[config.mk]
export PLATFORM = sky130hd
export DESIGN_NAME = pc_next_select
export DESIGN_NICKNAME = d
export VERILOG_FILES = /design/src/rtl/pc_sel_pkg.sv /design/src/rtl/pc_word_reg.sv /design/src/rtl/pc_targets.sv /design/src/rtl/pc_mux.sv /design/src/rtl/pc_next_select.sv
export SDC_FILE = /design/constraint.sdc
export NUM_CORES = 1
export LEC_CHECK = 0
export BUFFER_PORTS_ARGS = -buffer_cell sky130_fd_sc_hd__buf_2
export CAP_MARGIN = 10
export CORE_ASPECT_RATIO = 1.1
export CORE_MARGIN = 4
export CORE_UTILIZATION = 50
export DETAILED_ROUTE_END_ITERATION = 6
export PLACE_DENSITY = 0.83
export SYNTH_ARGS = -nofsm -noshare
export SYNTH_HDL_FRONTEND = slang
export SYNTH_HIERARCHICAL = 1
export SYNTH_SLANG_ARGS = --single-unit
[constraint.sdc]
create_clock -name clk -period 4.4 [get_ports clk]
set_clock_uncertainty 0.2 [all_clocks]
set_input_delay 0.88 -clock clk [delete_from_list [all_inputs] [get_ports clk]]
set_output_delay 0.88 -clock clk [all_outputs]
set_load 0.1 [all_outputs]
[src/rtl/pc_sel_pkg.sv]
package pc_sel_pkg;
  typedef enum logic [2:0] {
    SEL_SEQ   = 3'd0,
    SEL_BEQ   = 3'd1,
    SEL_BNE   = 3'd2,
    SEL_JUMP  = 3'd3,
    SEL_REG   = 3'd4,
    SEL_ILLOP = 3'd5,
    SEL_INTR  = 3'd6,
    SEL_RSVD  = 3'd7
  } pc_sel_e;
endpackage

[src/rtl/pc_word_reg.sv]
module pc_word_reg #(
  parameter int            PW     = 30,
  parameter logic [PW-1:0] RST_W  = '0
) (
  input  logic          clk,
  input  logic          rst_n,
  input  logic [PW-1:0] d_i,
  output logic [PW-1:0] q_o
);
  logic [PW-1:0] q_r;

  always_ff @(posedge clk or negedge rst_n) begin
    if (!rst_n) q_r <= RST_W;
    else        q_r <= d_i;
  end

  assign q_o = q_r;
endmodule

[src/rtl/pc_targets.sv]
module pc_targets #(
  parameter int XLEN = 32,
  parameter int JW   = 26,
  localparam int PW  = XLEN - 2
) (
  input  logic [PW-1:0]   pc_w_i,
  input  logic [XLEN-1:0] imm_i,
  input  logic [JW-1:0]   jfield_i,
  output logic [PW-1:0]   seq_w_o,
  output logic [PW-1:0]   br_w_o,
  output logic [PW-1:0]   jmp_w_o
);
  logic [PW-1:0] seq_w;

  // Incrementer on the word address (adds 4 bytes).
  assign seq_w   = pc_w_i + PW'(1);
  // Dedicated branch adder; the word offset is the x4 shift by wiring.
  assign br_w_o  = seq_w + imm_i[PW-1:0];
  // Direct jump keeps the upper bits of the sequential address.
  assign jmp_w_o = {seq_w[PW-1:JW], jfield_i};
  assign seq_w_o = seq_w;
endmodule

[src/rtl/pc_mux.sv]
module pc_mux
  import pc_sel_pkg::*;
#(
  parameter int            PW      = 30,
  parameter logic [PW-1:0] ILL_W   = '0,
  parameter logic [PW-1:0] INTR_W  = '0
) (
  input  pc_sel_e       sel_i,
  input  logic          irq_i,
  input  logic          zero_i,
  input  logic [PW-1:0] seq_w_i,
  input  logic [PW-1:0] br_w_i,
  input  logic [PW-1:0] jmp_w_i,
  input  logic [PW-1:0] reg_w_i,
  output logic [PW-1:0] nxt_w_o
);
  always_comb begin
    nxt_w_o = seq_w_i;
    if (irq_i) begin
      nxt_w_o = INTR_W;
    end else begin
      unique case (sel_i)
        SEL_BEQ:   nxt_w_o = zero_i ? br_w_i : seq_w_i;
        SEL_BNE:   nxt_w_o = zero_i ? seq_w_i : br_w_i;
        SEL_JUMP:  nxt_w_o = jmp_w_i;
        SEL_REG:   nxt_w_o = reg_w_i;
        SEL_ILLOP: nxt_w_o = ILL_W;
        SEL_INTR:  nxt_w_o = INTR_W;
        SEL_SEQ,
        SEL_RSVD:  nxt_w_o = seq_w_i;
        default:   nxt_w_o = seq_w_i;
      endcase
    end
  end
endmodule

[src/rtl/pc_next_select.sv]
module pc_next_select
  import pc_sel_pkg::*;
#(
  parameter int              XLEN      = 32,
  parameter int              JW        = 26,
  parameter logic [XLEN-1:0] RESET_VEC = 32'h0000_0000,
  parameter logic [XLEN-1:0] ILL_VEC   = 32'h0000_0040,
  parameter logic [XLEN-1:0] INTR_VEC  = 32'h0000_0080
) (
  input  logic            clk,
  input  logic            rst_n,
  input  logic            irq_i,
  input  logic [2:0]      pc_sel_i,
  input  logic [XLEN-1:0] imm_i,
  input  logic [JW-1:0]   jfield_i,
  input  logic [XLEN-1:0] reg_tgt_i,
  input  logic            zero_i,
  output logic [XLEN-1:0] pc_o,
  output logic [XLEN-1:0] pc_plus4_o
);
  localparam int            PW     = XLEN - 2;
  localparam logic [PW-1:0] RST_W  = RESET_VEC[XLEN-1:2];
  localparam logic [PW-1:0] ILL_W  = ILL_VEC[XLEN-1:2];
  localparam logic [PW-1:0] INTR_W = INTR_VEC[XLEN-1:2];

  logic [PW-1:0] pc_w, nxt_w, seq_w, br_w, jmp_w;
  pc_sel_e       sel;

  assign sel = pc_sel_e'(pc_sel_i);

  pc_targets #(.XLEN(XLEN), .JW(JW)) u_targets (
    .pc_w_i   (pc_w),
    .imm_i    (imm_i),
    .jfield_i (jfield_i),
    .seq_w_o  (seq_w),
    .br_w_o   (br_w),
    .jmp_w_o  (jmp_w)
  );

  pc_mux #(.PW(PW), .ILL_W(ILL_W), .INTR_W(INTR_W)) u_mux (
    .sel_i   (sel),
    .irq_i   (irq_i),
    .zero_i  (zero_i),
    .seq_w_i (seq_w),
    .br_w_i  (br_w),
    .jmp_w_i (jmp_w),
    .reg_w_i (reg_tgt_i[XLEN-1:2]),
    .nxt_w_o (nxt_w)
  );

  pc_word_reg #(.PW(PW), .RST_W(RST_W)) u_pc (
    .clk   (clk),
    .rst_n (rst_n),
    .d_i   (nxt_w),
    .q_o   (pc_w)
  );

  assign pc_o       = {pc_w, 2'b00};
  assign pc_plus4_o = {seq_w, 2'b00};


  seq_step_chk: assert property (@(posedge clk) disable iff (!rst_n)
    (!irq_i && sel == SEL_SEQ) |=> pc_o == $past(pc_o) + XLEN'(4));


  beq_not_taken_chk: assert property (@(posedge clk) disable iff (!rst_n)
    (!irq_i && sel == SEL_BEQ && !zero_i) |=> pc_o == $past(pc_plus4_o));


  bne_not_taken_chk: assert property (@(posedge clk) disable iff (!rst_n)
    (!irq_i && sel == SEL_BNE && zero_i) |=> pc_o == $past(pc_plus4_o));


  reg_target_chk: assert property (@(posedge clk) disable iff (!rst_n)
    (!irq_i && sel == SEL_REG) |=> pc_o == {$past(reg_tgt_i[XLEN-1:2]), 2'b00});


  illop_vec_chk: assert property (@(posedge clk) disable iff (!rst_n)
    (!irq_i && sel == SEL_ILLOP) |=> pc_o == ILL_VEC);


  irq_vec_chk: assert property (@(posedge clk) disable iff (!rst_n)
    irq_i |=> pc_o == INTR_VEC);


  rsvd_seq_chk: assert property (@(posedge clk) disable iff (!rst_n)
    (!irq_i && sel == SEL_RSVD) |=> pc_o == $past(pc_o) + XLEN'(4));
endmodule

==> impl_metrics.csv, run 1 <==
group,metric,value,unit
grt,track_usage,28.5,%
setup_path,critPathBufInv,0,
logic_synthesis,seq_area_frac_synth,14.7,%
logic_synthesis,syn_area,0.00512,mm2
floorplan,rows,38,
logic_synthesis,syn_inst,638,
logic_synthesis,ys_async_sr_fraction,100,%
clocking,clk_latency,0.29,ns
timing,fmax,240,MHz
grt,grt_overflow,0,
detailed_routing,vias,5434,
detailed_routing,vias_per_cell,6.28,
detailed_routing,drc,0,
clocking,cts-root-buf,"clkbuf_8",
timing,period_share,94.7,%
final_layout,final_cell_area,0.00643,mm2
detailed_routing,drt-total-wl,17600,um
setup_path,worstPathCellList,"nand4_1 -> nor2_1 -> nand2_1 -> nor2_1 -> nand2_1 -> xnor2_4 -> ha_1 -> and2_1 -> nand3_1 -> nor4_1 -> a21boi_2 -> nand3_1 -> a211oi_2 -> mux2i_1 -> a221oi_2",
setup_path,path_class,"flip-flop to flip-flop",
worst_hold_path,hold_path_class,"input port to asynchronous set/reset pin",
flow_run,drv_cap,0,
floorplan,core,0.00994,mm2
timing,hold_ws,0.465,ns
final_layout,n_antenna_cell,0,
power_and_ir_drop,irDropWorstVdd,0.204,mV
detailed_routing,wl_per_cell,20.3,um
grt,grt_pass1_vias,5361,
logic_synthesis,syn_area_per_cell,8.03,um2
logic_synthesis,synthDistinctLibCells,72,
clocking,clkTransAtPathRegs,0.08,ns
clocking,cts_tree,"yes",
grt,grt_max_degree,37,
placement,portBuffers,152,
timing,setup_viol,0,
timing,setup-tns-final,0,ns
floorplan,num_io_pins,161,
setup_path,endpoint_kind,"flip-flop",
setup_path,critPathSlowestCell,"dfrtp_4",
setup_path,crit_family,"simple AND/OR/NAND/NOR gates",
logic_synthesis,synth_edf_count,0,
grt,grt_pass1_wl,27400,um
logic_synthesis,yosysTopAreaCell,"dfrtp_1",
final_layout,drive_gt1_share,40.3,%
clocking,cts-buffers-inserted,5,
final_layout,layout.nets,875,
timing,hold_viol,0,
detailed_routing,ant_nets,0,
clocking,htree_levels,2,
setup_path,max_stage_delay,0.47,ns
clocking,cts_num_sinks,30,
floorplan,fp.dieH,114,um
timing,relSlewSlack,21.2,%
final_layout,largest_register_ffs,30,
logic_synthesis,post-synth-top-area-fraction,14.7,%
clocking,ctsLongestPathBuffers,2,
clocking,post_cts_buffers,0,
power_and_ir_drop,leakage,3.05,nW
logic_synthesis,synth-main-ff-cell,"dfrtp_1",
logic_synthesis,synth_area_leaders,"dfrtp_1, a221oi_2, ha_1",
grt,antenna_found_initial,0,
timing,period_needed,4.17,ns
floorplan,fp.dieArea,0.0119,mm2
logic_synthesis,ys_warn_count,6,
timing,slew_violations,0,
detailed_routing,dr.first_iter.drc_count,394,
power_and_ir_drop,p_per_area,261,mW/mm2
placement,placed_cell_area,0.00628,mm2
final_layout,syn2layout_area_growth,25.6,%
timing,worstMarginPinSlew,1.18,ns
setup_path,cp.arrival,4.17,ns
placement,hpwl,13800,um
placement,gp_congestion,0.943,
floorplan,die_x,104,um
setup_path,cp-start-kind,"flip-flop",
setup_path,critPathMaxFanout,7,
logic_synthesis,ys_ff_latch,30,
floorplan,start_util,51.5,%
detailed_routing,drtPass1Iterations,5,
timing,rsz0062_at_grt,"true",
setup_path,crit_required,4.40,ns
outcome,outcome,"finished clean",
[cells in the mapped netlist (all sizes together) (2+ instances only)]
| master | count |
|---|---|
| or2 | 2 |
| nor3b | 2 |
| o31ai | 3 |
| o2111ai | 2 |
| a21o | 13 |
| o211ai | 2 |
| or3 | 3 |
| xor2 | 15 |
| nand2 | 74 |
| nor3 | 8 |
| ha | 33 |
| a221o | 2 |
| nand3 | 19 |
| xnor2 | 33 |
| mux2i | 30 |
| nor2 | 26 |
| a211oi | 2 |
| and2 | 8 |
| and4 | 3 |
| nand3b | 2 |
| nand2b | 6 |
| buf | 54 |
| a21oi | 62 |
| inv | 38 |
| nor4b | 5 |
| dfrtp | 30 |
| nor4 | 6 |
| nand4 | 12 |
| nor2b | 3 |
| o311ai | 2 |
| a31oi | 5 |
| o21ai | 18 |
| clkbuf | 18 |
| a221oi | 58 |
| o21a | 8 |
| and3 | 11 |
[layout by cell type (no fill, tap or decap), types with 3 or more instances in the layout]
cell | netlist | layout
a21o_1 | 12 | 12
a21oi_1 | 62 | 61
a221oi_1 | 18 | 18
a221oi_2 | 40 | 40
a31oi_1 | 5 | 5
and2_1 | 7 | 7
and3_1 | 9 | 9
buf_2 | 13 | 152
buf_4 | 35 | 16
clkbuf_8 | 0 | 5
conb_1 | 1 | 4
dfrtp_1 | 30 | 7
dfrtp_2 | 0 | 6
dfrtp_4 | 0 | 17
ha_1 | 33 | 32
inv_1 | 38 | 38
mux2i_1 | 30 | 30
nand2_1 | 74 | 73
nand2b_1 | 6 | 6
nand3_1 | 19 | 16
nand4_1 | 12 | 12
nor2_1 | 26 | 22
nor2_2 | 0 | 3
nor3_1 | 8 | 8
nor4_1 | 6 | 5
o21a_1 | 8 | 8
o21ai_0 | 15 | 13
o21ai_1 | 3 | 4
xnor2_1 | 33 | 13
xnor2_2 | 0 | 9
xnor2_4 | 0 | 11
xor2_1 | 15 | 8
xor2_4 | 0 | 5
[worst reg2reg max path, stage by stage (launching register included)]
cell and delay (ns):
dfrtp_4 0.47, nand4_1 0.16, nor2_1 0.17, nand2_1 0.13, nor2_1 0.29, nand2_1 0.20
xnor2_4 0.18, ha_1 0.40, and2_1 0.29, nand3_1 0.17, nor4_1 0.26, a21boi_2 0.31
nand3_1 0.14, a211oi_2 0.31, mux2i_1 0.14, a221oi_2 0.26
[per-layer routing]
| layer | GRT usage [%] | share of wire (%) |
|---|---|---|
| met1 | 37.1 | 42 |
| met2 | 48.7 | 48 |
| met3 | 3.67 | 7.0 |
| met4 | 10.3 | 3.2 |
| met5 | 0 | 0 |
[worst paths after layout]
path                              start           end  slack, ns  cells after the start
hold reg to reg             u_pc/q_o[0]   u_pc/q_o[0]       0.50                      3
min in group clk            u_pc/q_o[0]   u_pc/q_o[0]       0.50                      3
max in group asynchronous         rst_n  u_pc/q_o[12]       2.94                      1
setup reg to reg           u_pc/q_o[14]  u_pc/q_o[27]       0.23                     15
setup / recovery           u_pc/q_o[14]  u_pc/q_o[27]       0.23                     15
hold / removal                    rst_n   u_pc/q_o[0]       0.46                      1
[kinds of logic after synthesis]
kind of cell / count (synthesis) / synth area share [%]
multiplexers: 31 / 6.08
other: 1 / 0.0732
AO/OA/AOI/OAI: 191 / 31.3
adder cells (fa/ha/maj): 34 / 8.45
XOR/XNOR: 49 / 8.65
buffers and inverters: 110 / 11.6
flip-flops: 30 / 14.7
AND/OR/NAND/NOR: 192 / 19.3
[through the flow]
stage | instances | util [%] | setup slack [ns] | power, mW
floorplan | 641 | - | 0.00284 | 1.17
global placement | 857 | 63.2 | 0.249 | 1.34
detailed placement | 857 | 63.2 | 0.126 | 1.36
CTS | 865 | 64.3 | 0.123 | 1.66
global route | 865 | 64.7 | -0.0467 | 1.76
finish | 865 | 64.7 | 0.233 | 1.68
[cell type report]
cell class | count | area (um2)
multi-input combinational | 501 | 4320
inverter | 38 | 143
clock buffer | 6 | 72.6
sequential | 30 | 822
clock inverter | 2 | 37.5
tap | 120 | 150
timing repair buffer | 168 | 881
fill | 856 | 3510
[power breakdown]
part / total (mW) / internal (mW) / switching, mW
registers: 0.344 / 0.304 / 0.0400
clock network: 0.300 / 0.169 / 0.131
logic: 1.03 / 0.308 / 0.725
total: 1.68 / 0.781 / 0.896
[repair_timing]
item | CTS | global route
resized for setup | 0 | 9
hold buffers | 0 | 0
endpoints found under the setup margin | 0 | 7
Note: power is estimated with default switching activity, not from simulation.
==> inputs of run 2 (changes only) <==
CORE_ASPECT_RATIO = default   (was 1.1)
CTS_CLUSTER_DIAMETER = 50   (was default)
==> run 2 against run 1 <==
  * Sequential power is essentially flat
  * Clock power is essentially flat
  * Hold slack is essentially flat
  * Non-clock buffer count shrank 4
  * Sequential share of layout area is essentially flat
  * Die area is essentially flat
  * Utilization grew 0.32 points
  * Wire length shrank 0.18%
  * Design area shrank 0.23%
==> impl_metrics.csv, run 2 (same netlist as run 1, synthesis figures left out) <==
group,metric,value,unit
outcome,outcome,"finished clean",
final_layout,n_antenna_cell,0,
grt,grt_pass1_vias,5462,
final_layout,layout.nets,871,
detailed_routing,drc,0,
flow_run,drv_cap,0,
floorplan,num_io_pins,161,
final_layout,final_common_cell,"buf_2",
power_and_ir_drop,leakage,3.02,nW
timing,hold_ws,0.464,ns
placement,dp_cells,865,
placement,hpwl,13600,um
floorplan,rows,36,
grt,antenna_found_initial,0,
setup_path,endpoint_kind,"flip-flop",
grt,grt_max_degree,37,
detailed_routing,wl_per_cell,20.1,um
power_and_ir_drop,irDropWorstVdd,0.181,mV
worst_hold_path,hold_path_class,"input port to asynchronous set/reset pin",
timing,setup-tns-final,0,ns
clocking,cts-buffers-inserted,5,
final_layout,layoutNonFillerInstCount,874,
timing,fmax,234,MHz
setup_path,rrSetupSlack,0.13,ns
timing,worstMarginPinSlew,0.893,ns
clocking,cts_num_sinks,30,
floorplan,fp.dieH,109,um
timing,relSlewSlack,40.4,%
clocking,clkTransAtPathRegs,0.09,ns
clocking,htree_levels,2,
timing,slew_violations,0,
setup_path,critPathMaxFanout,8,
clocking,cts-root-buf,"clkbuf_8",
setup_path,cp-start-kind,"flip-flop",
detailed_routing,drtPass1Iterations,5,
final_layout,syn2layout_area_growth,25.3,%
power_and_ir_drop,p_per_area,260,mW/mm2
grt,grt_pass1_wl,27700,um
timing,period_share,96.9,%
final_layout,final_cell_mix,"buf_2, nand2_1, a21oi_1, a221oi_2, inv_1",
floorplan,die_x,109,um
detailed_routing,vias,5478,
floorplan,fp.dieArea,0.0119,mm2
final_layout,largest_register_ffs,30,
setup_path,path_class,"flip-flop to flip-flop",
placement,gp_congestion,0.940,
detailed_routing,dr.first_iter.drc_count,421,
timing,hold_viol,0,
floorplan,core,0.00986,mm2
detailed_routing,vias_per_cell,6.27,
placement,portBuffers,152,
grt,grt_overflow,0,
timing,period_needed,4.27,ns
timing,setup_viol,0,
final_layout,drive_gt1_share,39.8,%
setup_path,crit_required,4.39,ns
clocking,cts_tree,"yes",
final_layout,fin_util,65.0,%
grt,track_usage,29.5,%
detailed_routing,ant_nets,0,
timing,rsz0062_at_grt,"false",
floorplan,start_util,51.9,%
setup_path,cp.arrival,4.26,ns
detailed_routing,drt-total-wl,17500,um
clocking,clk_latency,0.29,ns
clocking,ctsLongestPathBuffers,2,
[run 2: changes by cell type in the layout (fill, tap and decap cells not counted)]
cell / before / now
xnor2_1: 13 / 14
o21ai_2: 1 / 0
xnor2_2: 9 / 8
buf_12: 0 / 1
nor2_2: 3 / 4
nor2_1: 22 / 21
o21ai_1: 4 / 5
ha_2: 0 / 1
buf_4: 16 / 11
xor2_1: 8 / 9
xor2_2: 2 / 1
ha_1: 32 / 31
[run 2: through the flow]
step / power (mW) / cell area (um2) / setup WS [ns]
floorplan: 1.17 / 5700 / 0.00284
detailed placement: 1.35 / 6270 / 0.135
global placement: 1.33 / 6270 / 0.269
finish: 1.67 / 6410 / 0.135
CTS: 1.65 / 6380 / 0.0957
global route: 1.75 / 6410 / 0.00210
[run 2: path summary, 6_finish.rpt]
path                         startpoint            to  cells after the start
min                               rst_n  u_pc/q_o[11]                      1
max reg2reg                 u_pc/q_o[2]  u_pc/q_o[24]                     14
min in group clk           u_pc/q_o[20]  u_pc/q_o[20]                      3
min reg2reg                u_pc/q_o[20]  u_pc/q_o[20]                      3
max in group asynchronous         rst_n   u_pc/q_o[5]                      1
max                         u_pc/q_o[2]  u_pc/q_o[24]                     14
[run 2: power by group]
group / total (mW) / internal (mW) / switching [mW]
registers: 0.343 / 0.304 / 0.0395
clock network: 0.298 / 0.169 / 0.129
logic: 1.02 / 0.302 / 0.722
total: 1.67 / 0.775 / 0.891
[run 2: area by class of cell]
| class | instances | area (um2) |
|---|---|---|
| flip-flops and latches | 30 | 822 |
| repair buffers | 164 | 863 |
| clock buffers | 6 | 72.6 |
| clock inverters | 2 | 37.5 |
| well taps | 133 | 166 |
| multi-input cells | 501 | 4310 |
| inverters | 38 | 143 |
| fillers | 828 | 3450 |
[run 2: repair_timing]
action / in CTS / in global routing
gates resized for setup: 0 / 8
hold buffers: 0 / 0
hold endpoints to repair: 0 / 0
endpoints found under the setup margin: 0 / 5
buffers inserted: 0 / 1
[run 2: worst max-delay path, stage by stage, from the launching register on]
cell and delay, ns:
dfrtp_4 0.47, nand4_1 0.24, buf_4 0.23, nor4b_4 0.37, and3_4 0.35, xor2_4 0.11
ha_2 0.44, nand4_1 0.18, nor4_1 0.30, nand4_1 0.21, nand2_1 0.14, or3_4 0.16
xor2_1 0.29, mux2i_1 0.16, a221oi_2 0.31
[run 2: metal layers]
| metal | GRT usage, % | part of all wire [%] | vias to the layer above | wire, um |
|---|---|---|---|---|
| li1 | - | - | 2526 | - |
| met1 | 40.1 | 41 | 2598 | 7200 |
| met2 | 47.9 | 47 | 322 | 8320 |
| met3 | 5.68 | 9.7 | 32 | 1710 |
| met4 | 7.84 | 1.8 | 0 | 316 |
| met5 | 0 | 0 | - | 0 |
==> inputs of run 3 (changes only) <==
CORE_UTILIZATION = 53   (was 50)
PLACE_DENSITY = 0.87   (was 0.83)
==> run 3 against run 2 <==
  * Critical path type unchanged
  * Largest power group unchanged
  * Sequential cell count unchanged
  * Sequential share of layout area decreased by 0.067 points
  * Critical endpoint is now u_pc/q_o[28]
  * Register-to-register slack got worse by 0.06 ns
  * Wire length decreased by 1.8%
  * Combinational power about the same
  * Die area down 5.2%
  * Hold slack lost 0.0049 ns
  * Maximum frequency decreased by 1.4%
==> impl_metrics.csv, run 3 (same netlist as run 1, synthesis figures left out) <==
group,metric,value,unit
outcome,outcome,"finished clean",
timing,fmax,231,MHz
final_layout,final_common_cell,"buf_2",
final_layout,largest_register_ffs,30,
setup_path,r2r_end,"u_pc/q_o[28]",
worst_hold_path,hold_path_class,"input port to asynchronous set/reset pin",
setup_path,cp.arrival,4.31,ns
detailed_routing,ant_nets,0,
power_and_ir_drop,netSwitchingPower,893,uW
final_layout,final_cell_mix,"buf_2, nand2_1, a21oi_1, a221oi_2, inv_1",
detailed_routing,drc,0,
clocking,hold_buffers,0,
timing,relSlewSlack,27.1,%
clocking,clk_latency,0.29,ns
floorplan,die_x,106,um
power_and_ir_drop,irDropWorstVdd,0.204,mV
floorplan,rows,35,
timing,setup_ws,0.0739,ns
final_layout,syn2layout_area_growth,25.9,%
power_and_ir_drop,p_seq_share,19.6,%
placement,portBuffers,152,
placement,dp_slack,0.182,ns
floorplan,fp.dieArea,0.0113,mm2
setup_path,endpoint_kind,"flip-flop",
clocking,cts_tree,"yes",
power_and_ir_drop,p_per_area,271,mW/mm2
placement,hpwl,13500,um
power_and_ir_drop,leakage,3.06,nW
setup_path,reg2regPathDepth,14,
timing,slew_violations,0,
grt,grt_max_degree,37,
timing,setup_viol,0,
clocking,cts_num_sinks,30,
power_and_ir_drop,total_power,1.74,mW
setup_path,critPathMaxFanout,8,
clocking,htree_levels,2,
timing,period_share,98.3,%
power_and_ir_drop,intPower,851,uW
final_layout,n_antenna_cell,0,
grt,gr-max-usage-layer,"met2",
clocking,ctsLongestPathBuffers,2,
timing,worstMarginPinSlew,1.09,ns
floorplan,core,0.00933,mm2
grt,grt_use_met1,38.1,%
detailed_routing,drt-total-wl,17200,um
floorplan,start_util,54.9,%
grt,grt_pass1_wl,27200,um
setup_path,path_class,"flip-flop to flip-flop",
detailed_routing,vias,5473,
final_layout,num-fill-cells,764,
detailed_routing,dr.first_iter.drc_count,400,
timing,period_needed,4.33,ns
timing,hold_viol,0,
power_and_ir_drop,clkPwrFrac,21.2,%
setup_path,crit_required,4.38,ns
flow_run,drv_cap,0,
clocking,clkTransAtPathRegs,0.09,ns
power_and_ir_drop,combPwrFrac,59.1,%
clocking,cts-root-buf,"clkbuf_8",
final_layout,layout.nets,875,
placement,gp_congestion,0.931,
floorplan,num_io_pins,161,
floorplan,fp.dieH,106,um
detailed_routing,drtPass1Iterations,5,
clocking,cts-buffers-inserted,5,
grt,grt_overflow,0,
setup_path,cp-start-kind,"flip-flop",
grt,met3_usage,4.43,%
power_and_ir_drop,swShare,51.2,%
grt,antenna_found_initial,0,
grt,grtUsageMet2,50.5,%
detailed_routing,wl_per_cell,19.7,um
setup_path,rrSetupSlack,0.07,ns
final_layout,drive_gt1_share,40.0,%
grt,grt_pass1_vias,5472,
grt,track_usage,29.6,%
setup_path,rr_startpoint,"u_pc/q_o[2]",
detailed_routing,vias_per_cell,6.26,
## run 3: routing by layer
metal  vias up  share of wire, %
met5         -                 0
met1      2622                42
li1       2549                 -
met2       272                48
met4         0               2.3
met3        30               7.6
## run 3: worst max-delay path by stage
stage / from / endpoint / slack (ns) / depth (start not counted)
6_report: u_pc/q_o[2] / u_pc/q_o[28] / 0.07 / 14
5_1_grt: u_pc/q_o[2] / u_pc/q_o[28] / -0.001 / 14
4_1_cts: u_pc/q_o[4] / u_pc/q_o[25] / 0.14 / 14
3_5_place_dp: u_pc/q_o[4] / u_pc/q_o[25] / 0.18 / 14
3_3_place_gp: u_pc/q_o[4] / u_pc/q_o[25] / 0.27 / 14
2_1_floorplan: u_pc/q_o[4] / u_pc/q_o[25] / 0.003 / 15
## run 3: cell type report
cell class / count / area (um2) / share of cell area (%)
clock inverter: 2 / 60.1 / 0.931
inverter: 38 / 143 / 2.21
timing repair buffer: 168 / 881 / 13.7
clock buffer: 6 / 82.6 / 1.28
sequential: 30 / 822 / 12.7
multi-input combinational: 501 / 4300 / 66.7
tap: 129 / 161 / 2.50
## run 3: power by group through the flow
stage	clock network (mW)	registers, mW	logic (mW)
3_3_place_gp	0	0.347	0.991
6_report	0.370	0.343	1.03
5_1_grt	0.385	0.347	1.09
3_5_place_dp	0	0.349	1.01
2_1_floorplan	0	0.490	0.677
4_1_cts	0.375	0.343	1.02
## run 3: stage by stage
stage	std cells	utilization [%]	setup TNS (ns)	instance area (um2)	hold WS (ns)
floorplan	641	-	0	5700	0.384
global placement	865	67.4	0	6290	0.466
detailed placement	865	67.4	0	6290	0.489
CTS	873	68.9	0	6430	0.478
global route	874	69.1	-0.00137	6450	0.509
finish	874	69.1	0	6450	0.459
## run 3: worst max-delay path, stage by stage (launching register included)
cell and delay (ns):
dfrtp_4 0.47, nand4_1 0.23, buf_4 0.22, nor4b_4 0.35, and3_4 0.34, xor2_4 0.11, ha_1 0.44, nand4_1 0.24
or2_2 0.36, o2bb2ai_1 0.25, nand4b_1 0.17, nand2_1 0.08, xnor2_1 0.25, mux2i_1 0.15, a221oi_2 0.33
## run 3: timing repair
action | 4_1_cts | 5_1_grt
setup buffers | 0 | 1
endpoints found under the setup margin | 0 | 6
gates resized for setup | 0 | 6
